### config.mk
export PLATFORM = sky130hd
export DESIGN_NAME = alu8_core
export DESIGN_NICKNAME = d
export VERILOG_FILES = /design/src/rtl/alu8_pkg.sv /design/src/rtl/alu8_adder.sv /design/src/rtl/alu8_logic.sv /design/src/rtl/alu8_shifter.sv /design/src/rtl/alu8_core.sv
export SDC_FILE = /design/constraint.sdc
export NUM_CORES = 1
export LEC_CHECK = 0
export ABC_AREA = 1
export BUFFER_PORTS_ARGS = -buffer_cell sky130_fd_sc_hd__buf_2
export CAP_MARGIN = 40
export CORE_ASPECT_RATIO = 0.7
export CORE_MARGIN = 2
export CORE_UTILIZATION = 40
export DETAILED_ROUTE_END_ITERATION = 16
export SYNTH_ARGS = -nofsm -noshare
export SYNTH_HDL_FRONTEND = slang
export SYNTH_HIERARCHICAL = 1
export SYNTH_SLANG_ARGS = --single-unit
### constraint.sdc
create_clock -name vclk -period 4
set_input_delay 0.2 -clock vclk [all_inputs]
set_output_delay 0.2 -clock vclk [all_outputs]
set_load 0.02 [all_outputs]
### src/rtl/alu8_pkg.sv
package alu8_pkg;

    localparam int unsigned DATA_W = 8;
    localparam int unsigned OP_W   = 5;

    typedef enum logic [OP_W-1:0] {
        OP_ADD  = 5'd0,
        OP_SUB  = 5'd1,
        OP_CMP  = 5'd2,
        OP_AND  = 5'd3,
        OP_OR   = 5'd4,
        OP_XOR  = 5'd5,
        OP_SHL  = 5'd6,
        OP_SHR  = 5'd7,
        OP_ROTL = 5'd8,
        OP_ROTR = 5'd9,
        OP_INC  = 5'd10,
        OP_DEC  = 5'd11,
        OP_PASS = 5'd12,
        OP_VCLR = 5'd13,
        OP_CSET = 5'd14,
        OP_CCLR = 5'd15
    } alu_op_e;

    typedef enum logic [2:0] {
        SEL_NONE,
        SEL_ADD,
        SEL_LOGIC,
        SEL_SHIFT,
        SEL_PASS
    } res_sel_e;

    typedef struct packed {
        res_sel_e sel;
        logic     res_we;
        logic     n_we;
        logic     v_we;
        logic     z_we;
        logic     c_we;
    } alu_ctrl_t;

    function automatic alu_ctrl_t decode_op(logic [OP_W-1:0] op);
        alu_ctrl_t ctl;
        ctl = '{sel: SEL_NONE, res_we: 1'b0, n_we: 1'b0, v_we: 1'b0, z_we: 1'b0, c_we: 1'b0};
        case (op)
            OP_ADD, OP_SUB: ctl = '{sel: SEL_ADD, res_we: 1'b1, n_we: 1'b1, v_we: 1'b1, z_we: 1'b1, c_we: 1'b1};
            OP_CMP:         ctl = '{sel: SEL_ADD, res_we: 1'b0, n_we: 1'b1, v_we: 1'b0, z_we: 1'b1, c_we: 1'b1};
            OP_AND, OP_OR, OP_XOR:
                            ctl = '{sel: SEL_LOGIC, res_we: 1'b1, n_we: 1'b1, v_we: 1'b0, z_we: 1'b1, c_we: 1'b0};
            OP_SHL, OP_SHR, OP_ROTL, OP_ROTR:
                            ctl = '{sel: SEL_SHIFT, res_we: 1'b1, n_we: 1'b1, v_we: 1'b0, z_we: 1'b1, c_we: 1'b1};
            OP_INC, OP_DEC: ctl = '{sel: SEL_ADD, res_we: 1'b1, n_we: 1'b1, v_we: 1'b0, z_we: 1'b1, c_we: 1'b0};
            OP_PASS:        ctl = '{sel: SEL_PASS, res_we: 1'b1, n_we: 1'b1, v_we: 1'b0, z_we: 1'b1, c_we: 1'b0};
            OP_VCLR:        ctl.v_we = 1'b1;
            OP_CSET, OP_CCLR: ctl.c_we = 1'b1;
            default:        ;
        endcase
        return ctl;
    endfunction

endpackage

### src/rtl/alu8_adder.sv
module alu8_adder #(
    parameter int unsigned W = alu8_pkg::DATA_W
) (
    input  logic [W-1:0] a_i,
    input  logic [W-1:0] b_i,
    input  logic         cin_i,
    output logic [W-1:0] sum_o,
    output logic         cout_o,
    output logic         ovf_o
);
    logic [W:0] full;

    assign full   = {1'b0, a_i} + {1'b0, b_i} + {{W{1'b0}}, cin_i};
    assign sum_o  = full[W-1:0];
    assign cout_o = full[W];
    // signed overflow: both inputs disagree in sign with the sum
    assign ovf_o  = (a_i[W-1] ^ full[W-1]) & (b_i[W-1] ^ full[W-1]);
endmodule

### src/rtl/alu8_logic.sv
module alu8_logic #(
    parameter int unsigned W = alu8_pkg::DATA_W
) (
    input  logic [alu8_pkg::OP_W-1:0] op_i,
    input  logic [W-1:0]              a_i,
    input  logic [W-1:0]              b_i,
    output logic [W-1:0]              res_o
);
    import alu8_pkg::*;

    for (genvar i = 0; i < W; i++) begin : g_bit
        always_comb begin
            case (op_i)
                OP_AND:  res_o[i] = a_i[i] & b_i[i];
                OP_OR:   res_o[i] = a_i[i] | b_i[i];
                default: res_o[i] = a_i[i] ^ b_i[i];
            endcase
        end
    end
endmodule

### src/rtl/alu8_shifter.sv
module alu8_shifter #(
    parameter int unsigned W = alu8_pkg::DATA_W
) (
    input  logic [alu8_pkg::OP_W-1:0] op_i,
    input  logic [W-1:0]              a_i,
    input  logic                      cin_i,
    output logic [W-1:0]              res_o,
    output logic                      cout_o
);
    import alu8_pkg::*;

    logic fill_lo;
    logic fill_hi;

    // rotates feed the incoming carry into the vacated end
    assign fill_lo = (op_i == OP_ROTL) ? cin_i : 1'b0;
    assign fill_hi = (op_i == OP_ROTR) ? cin_i : 1'b0;

    always_comb begin
        if (op_i == OP_SHL || op_i == OP_ROTL) begin
            res_o  = {a_i[W-2:0], fill_lo};
            cout_o = a_i[W-1];
        end else begin
            res_o  = {fill_hi, a_i[W-1:1]};
            cout_o = a_i[0];
        end
    end
endmodule

### src/rtl/alu8_core.sv
module alu8_core #(
    parameter int unsigned W = alu8_pkg::DATA_W
) (
    input  logic [alu8_pkg::OP_W-1:0] op_i,
    input  logic [W-1:0]              a_i,
    input  logic [W-1:0]              b_i,
    input  logic                      c_i,
    input  logic                      v_i,
    output logic [W-1:0]              res_o,
    output logic                      res_we_o,
    output logic                      n_o,
    output logic                      n_we_o,
    output logic                      v_o,
    output logic                      v_we_o,
    output logic                      z_o,
    output logic                      z_we_o,
    output logic                      c_o,
    output logic                      c_we_o
);
    import alu8_pkg::*;

    alu_ctrl_t  ctl;
    logic [W-1:0] add_b;
    logic         add_cin;
    logic [W-1:0] add_sum;
    logic         add_cout;
    logic         add_ovf;
    logic [W-1:0] log_res;
    logic [W-1:0] sh_res;
    logic         sh_cout;

    assign ctl = decode_op(op_i);

    // operand steering: subtraction and compare reuse the adder with ~b
    always_comb begin
        add_b   = b_i;
        add_cin = c_i;
        case (op_i)
            OP_SUB:  add_b = ~b_i;
            OP_CMP:  begin add_b = ~b_i;   add_cin = 1'b1; end
            OP_INC:  begin add_b = '0;     add_cin = 1'b1; end
            OP_DEC:  begin add_b = '1;     add_cin = 1'b0; end
            default: ;
        endcase
    end

    alu8_adder #(.W(W)) u_adder (
        .a_i(a_i), .b_i(add_b), .cin_i(add_cin),
        .sum_o(add_sum), .cout_o(add_cout), .ovf_o(add_ovf)
    );

    alu8_logic #(.W(W)) u_logic (
        .op_i(op_i), .a_i(a_i), .b_i(b_i), .res_o(log_res)
    );

    alu8_shifter #(.W(W)) u_shifter (
        .op_i(op_i), .a_i(a_i), .cin_i(c_i), .res_o(sh_res), .cout_o(sh_cout)
    );

    always_comb begin
        case (ctl.sel)
            SEL_ADD:   res_o = add_sum;
            SEL_LOGIC: res_o = log_res;
            SEL_SHIFT: res_o = sh_res;
            SEL_PASS:  res_o = b_i;
            default:   res_o = '0;
        endcase
    end

    always_comb begin
        case (op_i)
            OP_ADD, OP_SUB:   v_o = add_ovf;
            OP_VCLR:          v_o = 1'b0;
            default:          v_o = v_i;
        endcase
        case (op_i)
            OP_ADD, OP_SUB, OP_CMP:            c_o = add_cout;
            OP_SHL, OP_SHR, OP_ROTL, OP_ROTR:  c_o = sh_cout;
            OP_CSET:                           c_o = 1'b1;
            OP_CCLR:                           c_o = 1'b0;
            default:                           c_o = c_i;
        endcase
    end

    assign n_o      = res_o[W-1];
    assign z_o      = (res_o == '0);
    assign res_we_o = ctl.res_we;
    assign n_we_o   = ctl.n_we;
    assign v_we_o   = ctl.v_we;
    assign z_we_o   = ctl.z_we;
    assign c_we_o   = ctl.c_we;
endmodule

[Yosys cells after proc, flatten, opt, wreduce, memory -nomap -nowiden]
Index checks and enable logic that the tools add are counted.
Word-level totals
  register bits after elaboration: 0
  input port bits: 23
  output and inout bits: 17
  word-level logic and storage cells: 83
Cells by class
  add/subtract/negate cells: 2
  equal/unequal tests: 19
  multiplexer cells: 21
  bitwise operators: 28
  reductions and logical operators: 13
Operator list (number)
  5-bit by 4-bit equality test with 1-bit output, second input constant: 8
  8-bit case mux with 4 select lines: 1
  5-bit case mux with 5 select lines: 1
  8-bit case mux with 3 select lines: 1
  5-bit by 3-bit equality test with 1-bit output, second input constant: 4
  1-bit case mux with 2 select lines: 10
  13-bit OR reduction: 1
  5-bit by 2-bit equality test with 1-bit output, second input constant: 2
  1-bit bitwise XOR: 10
  8-bit by 8-bit adder with 9-bit output: 1
  9-bit by 1-bit adder with 9-bit output: 1
  1-bit bitwise AND: 9
  3-bit OR reduction: 3
  9-bit OR reduction: 1
  8-bit zero test: 1
  8-bit two-way mux: 1
  8-bit NOT: 1
  1-bit bitwise OR: 8
  4-bit OR reduction: 2
  3-bit by 2-bit equality test with 1-bit output, second input constant: 2
  1-bit two-way mux: 6
  2-bit OR reduction: 3
  5-bit by 1-bit equality test with 1-bit output, second input constant: 1
  5-bit zero test: 1
  4 further kinds: 4

[Longest topological paths before layout]
Gate-level depths: netlist (run 1).
  word-level depth: 8
  mapped depth: 18
  mapped depth without buffers: 18

[Cells and area by module]
The synthesis (run 1) kept the hierarchy.
Modules (own cells, without submodules)
  alu8_core: times used 1, cells an instance 133, area each 708.2 µm², sequential area each 0.0 µm²
  alu8_logic: times used 1, cells an instance 80, area each 546.8 µm², sequential area each 0.0 µm²
  alu8_adder: times used 1, cells an instance 60, area each 390.4 µm², sequential area each 0.0 µm²
  alu8_shifter: times used 1, cells an instance 38, area each 182.7 µm², sequential area each 0.0 µm²

[Least setup slack after synthesis (run 1)]
OpenSTA, ideal clock, no wires.
  path type: input port to output port
  start: input port op_i[2] (netlist name)
  end: output port z_o
  arrival time: 3052 ps
  data required time: 3800 ps
  setup slack: 748 ps
  cell stages on the path: 16
  buffers on the path: 1
  path through: nor2_2 > nand3_1 > buf_2 > o21a_1 > nand2_1 > o311ai_0 > fa_1 > fa_1 > nand4_1 > nand3_1 > xor2_1 > nand3_1 > nand3_2 > nor2_1 > nand2_1 > nor2_1
On the way
  longest elaborated chain between the ends: 7
RTL lines
  from (decl): line alu8_core.sv:4  | input logic [alu8_pkg::OP_W-1:0] op_i,
  5-bit by 1-bit equality test with 1-bit output / 5-bit by 2-bit equality test with 1-bit output (equally long branches): line alu8_core.sv:38  | case (op_i)
  2-bit OR reduction (no source line)
  8-bit case mux with 3 select lines (*): line alu8_core.sv:38
  named net add_b[0]: line alu8_core.sv:23  | logic [W-1:0] add_b;
  8-bit by 8-bit adder with 9-bit output (*): line alu8_adder.sv:13  | assign full = {1'b0, a_i} + {1'b0, b_i} + {{W{1'b0}}, cin_i};
  9-bit by 1-bit adder with 9-bit output (*): line alu8_adder.sv:13
  named net add_sum[6]: line alu8_core.sv:25  | logic [W-1:0] add_sum;
  8-bit case mux with 4 select lines (*): line alu8_core.sv:61  | case (ctl.sel)
  named net res_o[6]: line alu8_core.sv:9  | output logic [W-1:0] res_o,
  8-bit zero test (*): line alu8_core.sv:86  | assign z_o = (res_o == '0);
  to (decl): line alu8_core.sv:15  | output logic z_o,
Mark *: on every way through the listed nets, which the timed path passes. The rest lies on a longest branch.

[Final worst setup path (run 1)]
  start: input port op_i[2] (netlist name)
  end: output port z_o
On the way
  longest elaborated chain between the ends: 7
RTL lines (line)
  5-bit by 1-bit equality test with 1-bit output / 5-bit by 2-bit equality test with 1-bit output (equally long branches): alu8_core.sv:38
  2-bit OR reduction (no source line)
  8-bit case mux with 3 select lines (*): alu8_core.sv:38
  named net add_b[0]: alu8_core.sv:23
  8-bit by 8-bit adder with 9-bit output (*): alu8_adder.sv:13
  9-bit by 1-bit adder with 9-bit output (*): alu8_adder.sv:13
  named net add_sum[6]: alu8_core.sv:25
  8-bit case mux with 4 select lines (*): alu8_core.sv:61
  8-bit zero test (*): alu8_core.sv:86
Marks and branches as above.

==> results of run 1 <==
## synthesized netlist by cell type, drive strengths merged
library cell	number
nand2	90
nand3	68
inv	47
nor2	29
ha	23
nand4	14
o311ai	8
buf	6
nand3b	6
a21oi	5
o21ai	3
xor2	3
fa	2
xnor2	2
a32oi	1
clkbuf	1
clkinv	1
o21a	1
or2	1
## how the worst max path moves through the flow
stage | to | startpoint | slack [ns]
2_1_floorplan | z_o | op_i[2] | 0.75
3_3_place_gp | z_o | op_i[2] | 0.63
3_5_place_dp | z_o | op_i[2] | 0.59
4_1_cts | z_o | op_i[2] | 0.58
5_1_grt | z_o | op_i[2] | 0.27
6_report | z_o | op_i[2] | 0.57
## per-stage QoR
stage          power [mW]  cell area, um2  worst slack, ns  cells  utilization, %
3_5_place_dp       0.2922            2057           0.5862    401           46.97
3_3_place_gp       0.2920            2057           0.6291    401           46.97
2_1_floorplan      0.2074            1828           0.7481    311               -
6_report           0.2936            2057           0.5741    401           46.97
4_1_cts            0.2937            2057           0.5786    401           46.97
5_1_grt            0.3305            2057           0.2723    401           46.97
## per-layer routing
metal  wire, um  global-route usage, %  vias to the layer above
met5          0                      0                        -
met4         74                  3.855                        0
met3        413                 0.9524                        9
met2       2188                  34.76                       81
met1       2778                  34.63                      973
li1           -                      -                     1112
## cell families (layout without fill, tap and decap cells)
family | after synthesis | count (layout) | synth area share [%]
AOI/OAI and AO/OA | 18 | 18 | 7.324
buffers and inverters | 55 | 90 | 12.87
and+or+nand+nor | 208 | 208 | 59.48
adders and majority gates | 25 | 25 | 17.93
xor gates and xnor gates | 5 | 5 | 2.396
## report_power, final
group / switching, mW / total, mW / internal, mW
Combinational: 0.190 / 0.294 / 0.103
Clock: 0 / 0 / 0
Sequential: 0 / 0 / 0
## tightest hold or removal path, delay by kind of cell
kind,cells,cell delay [ns]
buffers and inverters,2,0.23
and+or+nand+nor,1,0.06
AOI/OAI and AO/OA,1,0.06
## layout make-up
class,count,area (um2),share of cell area (%)
repair buffers,42,215.2,10.46
well taps,55,68.82,3.346
multi-input cells,256,1593,77.43
inverters,48,180.2,8.759
## cells in the final DEF, fill, tap and decap left out
master	synthesis	final
ha_1	23	23
o311ai_1	1	1
a21oi_1	3	3
o311ai_0	7	7
nor2_2	6	6
nor2_1	19	19
nand2_1	78	78
clkinv_1	1	1
nor2_8	1	1
nand2_2	8	8
nand3_4	1	1
inv_1	45	45
nand4_4	1	1
nand2_4	4	4
inv_2	2	2
nand3b_2	2	2
o21a_1	1	1
nand3_1	63	63
xor2_1	3	3
o21ai_0	3	3
nand3_2	4	4
buf_4	1	2
fa_1	2	2
nand4_1	13	13
or2_4	1	1
a21oi_2	2	2
nor2_4	3	3
nand3b_1	4	4
a32oi_1	1	1
xnor2_1	2	2
buf_2	2	40
==> metrics.cfg, run 1 <==
[run_status]
outcome = finished clean

[clock_tree]
postCtsHoldBufs = 0
cts_setup_buffers = 0
cts.repair.resized = 0

[hold_path]
holdPathStages = 4
hold_start = v_i
min_to = v_o
hold_class = in -> out

[critical_path]
slowest_delay_ns = 0.48
critPathKind = in -> out
required_ns = 3.80
critical_path_arrival_ns = 3.23
cp-end-kind = primary output
crit_slowest_cell = fa_1
cp_num_cells = 17
worstSetupStartpointType = input pin
cp_top_family = simple AND/OR/NAND/NOR gates
cp_cell_sequence = buf_2, nor2_2, nand3_1, o21a_1, nand2_1, o311ai_0, fa_1, fa_1, nand4_1, nand3_1, xor2_1, nand3_1, nand3_2, nor2_1, nand2_1, nor2_1, buf_2
crit_top_cell = nand3_1
critPathMaxFanout = 20
cp_num_buf_inv = 2

[route]
vias = 2175
finalWirelength_um = 5453
antenna_left = 0
routedWlPerCell_um = 13.60
route.detailed.drc = 0
first_iter_violations = 136
viasPerCell = 5.424
drt_pass1_iterations = 4

[sta]
whs_ns = 0.7556
fmax_ghz = 0.2919
tns_ns = 0
relSlewSlack_pct = 57.30
rsz0062_at_grt = false
drv_slew = 0
min_period_ns = 3.426
fin_crit_sh_pct = 85.65
finalSetupViolCount = 0
tightest_slew_ns = 0.6381
finalHoldViolations = 0

[global_routing]
grt_use_total_pct = 22.29
grt_antenna_before_repair = 0
grt_first_pass_wirelength_um = 9308
grt_pass1_vias = 1913
overflow = 0
grt_max_degree = 21

[logic_synthesis]
synth_area_per_cell_um2 = 5.878
yosysWarnings = 6
synth_cell_types = 33
ys_seq_area_share_pct = 0
synth_top_area_share_pct = 17.25
netlist_area_um2 = 1828
syn_inst = 311
yosysTopAreaCell = nand3_1
yosys-top-cells-area = nand3_1 17%, nand2_1 16%, ha_1 16%, inv_1 9.2%, nand4_1 4.4%
synth_nets = 359

[place]
portBuffers = 40
place_hpwl_um = 4475
gp_congestion = 0.8666

[floorplanning]
fp.dieArea_um2 = 5135
start_util_pct = 41.74
fp.dieH_um = 60.56
pin_count = 40
die_x_um = 84.80
rows = 20
core-area_um2 = 4379

[layout]
n_clock_buffer = 0
design.seq.count = 0
nNetsFinal = 396
seqCellArea_um2 = 0
fillers = 476
syn_to_final_growth_pct = 12.53
drive_above_1_share_pct = 22.25
num_antenna_cells = 0

[pwr]
powerDensity_nw_per_um2 = 142.7
peakVddDrop_uv = 92.22
p_leak_nw = 1.195

[run]
max-cap-violations = 0

Power figures use the tool's default switching activity.
==> inputs of run 2 (changes only) <==
Settings changed: PLACE_DENSITY_LB_ADDON from default to 0.2.
==> run 2 against run 1 <==
Wire length down 0.97%. Clock-buffer cell count unchanged. Final cell count stayed put. Sequential cell count stayed put. Non-clock buffer count did not move. Critical path type unchanged. Largest power group unchanged. Highest routed layer unchanged.
==> metrics.cfg, run 2 (synthesized netlist as in run 1, its figures left out) <==
[floorplanning]
fp.dieArea_um2 = 5135  ; unchanged
pin_count = 40  ; unchanged
die_x_um = 84.80  ; unchanged
start_util_pct = 41.74  ; unchanged
fp.dieH_um = 60.56  ; unchanged
core-area_um2 = 4379  ; unchanged
rows = 20  ; unchanged

[clock_tree]
postCtsHoldBufs = 0  ; unchanged
cts_setup_buffers = 0  ; unchanged
cts.repair.resized = 0  ; unchanged

[sta]
rsz0062_at_grt = false
tns_ns = 0  ; unchanged
min_period_ns = 3.413  ; -0.01315 ns
drv_slew = 0  ; unchanged
layout_setup_ws_ns = 0.5872  ; +0.01315 ns
relSlewSlack_pct = 55.91  ; -1.4 points
fmax_ghz = 0.2930  ; +0.39%
finalHoldViolations = 0  ; unchanged
tightest_slew_ns = 0.6530  ; +0.01491 ns
fin_crit_sh_pct = 85.32  ; -0.33 points
finalSetupViolCount = 0  ; unchanged

[global_routing]
grt_antenna_before_repair = 0  ; unchanged
overflow = 0  ; unchanged
grt_use_total_pct = 21.36  ; -0.93 points
grt_first_pass_wirelength_um = 8914  ; -4.2%
grt_pass1_vias = 1781  ; -6.9%
grt_max_degree = 21  ; unchanged

[layout]
design.seq.count = 0  ; unchanged
fillers = 470  ; -1.3%
layout_common_cells = 78 x nand2_1, 63 x nand3_1, 45 x inv_1, 40 x buf_2, 23 x ha_1
layout_commonest_cell = nand2_1
seqCellArea_um2 = 0  ; unchanged
num_antenna_cells = 0  ; unchanged
multi_input_area_um2 = 1593  ; unchanged
nNetsFinal = 396  ; unchanged
drive_above_1_share_pct = 22.25  ; unchanged
n_clock_buffer = 0  ; unchanged
syn_to_final_growth_pct = 12.53  ; unchanged

[critical_path]
worstSetupStartpointType = input pin
critPathKind = in -> out
critPathMaxFanout = 20  ; unchanged
critical_path_arrival_ns = 3.21  ; -0.02 ns
cp-end-kind = primary output
required_ns = 3.80  ; about the same

[place]
gp_congestion = 0.8480  ; -2.1%
post-place-ws_ns = 0.6101  ; +0.02393 ns
place_hpwl_um = 4426  ; -1.1%
portBuffers = 40  ; unchanged

[hold_path]
hold_start = v_i
min_to = v_o
holdPathStages = 4  ; unchanged
hold_class = in -> out

[route]
routedWlPerCell_um = 13.47  ; -0.97%
drt_pass1_iterations = 5  ; +1
route.detailed.drc = 0  ; unchanged
first_iter_violations = 120  ; -12%
vias = 2153  ; -1.0%
viasPerCell = 5.369  ; -1.0%
finalWirelength_um = 5400  ; -0.97%
antenna_left = 0  ; unchanged

[pwr]
power.switching_mw = 0.1901  ; -0.10%
internal-power_mw = 0.1035  ; +0.22%
power.share.clock_pct = 0  ; unchanged
peakVddDrop_uv = 103.1  ; +12%
power_frac_seq_pct = 0  ; unchanged
p_comb_share_pct = 100.0  ; about the same
switching_share_pct = 64.74  ; -0.074 points
powerDensity_nw_per_um2 = 142.8  ; about the same
p_leak_nw = 1.195  ; unchanged

[run]
max-cap-violations = 0  ; unchanged

[run_status]
outcome = finished clean

[run 2: cell counts in the layout (fill, tap and decap cells not counted)]
Identical to the previous run, type by type.
[run 2: worst max-delay path, stage by stage]
cell      delay (ns)
buf_2           0.25
nor2_2          0.24
nand3_1         0.12
o21a_1          0.27
nand2_1         0.08
o311ai_0        0.16
fa_1            0.48
fa_1            0.45
nand4_1         0.12
nand3_1         0.11
xor2_1          0.16
nand3_1         0.09
nand3_2         0.08
nor2_1          0.10
nand2_1         0.05
nor2_1          0.08
buf_2           0.16
[run 2: how the worst max path moves through the flow]
stage / from / slack, ns / depth (start not counted) / endpoint
after floorplan: op_i[2] / 0.75 / 16 / z_o
after global placement: op_i[2] / 0.66 / 17 / z_o
after detailed placement: op_i[2] / 0.61 / 17 / z_o
after CTS: op_i[2] / 0.60 / 17 / z_o
after global routing: op_i[2] / 0.25 / 17 / z_o
final: op_i[2] / 0.59 / 17 / z_o
[run 2: through the flow]
| step | power (mW) | cells | util (%) | hold slack, ns | instance area, um2 |
|---|---|---|---|---|---|
| final | 0.2936 | 401 | 46.97 | 0.7569 | 2057 |
| after global routing | 0.3296 | 401 | 46.97 | 0.7891 | 2057 |
| after CTS | 0.2930 | 401 | 46.97 | 0.7566 | 2057 |
| after detailed placement | 0.2916 | 401 | 46.97 | 0.7540 | 2057 |
| after global placement | 0.2911 | 401 | 46.97 | 0.7586 | 2057 |
| after floorplan | 0.2074 | 311 | - | 0.5682 | 1828 |
[run 2: cell type report]
class / count / area share, %
inverters: 48 / 8.759
multi-input cells: 256 / 77.43
well taps: 55 / 3.346
repair buffers: 42 / 10.46
[run 2: power groups by stage]
stage                     clock, mW  sequential [mW]  combinational [mW]
final                             0                0               0.294
after global routing              0                0               0.330
after CTS                         0                0               0.293
after detailed placement          0                0               0.292
after global placement            0                0               0.291
after floorplan                   0                0               0.207
[run 2: routing by layer]
metal / share of wire (%) / global-route usage, % / wire length [um]
met1: 51 / 34.26 / 2775
met2: 40 / 32.85 / 2146
met3: 8.5 / 0.8163 / 457
met4: 0.39 / 1.814 / 21
met5: 0 / 0 / 0
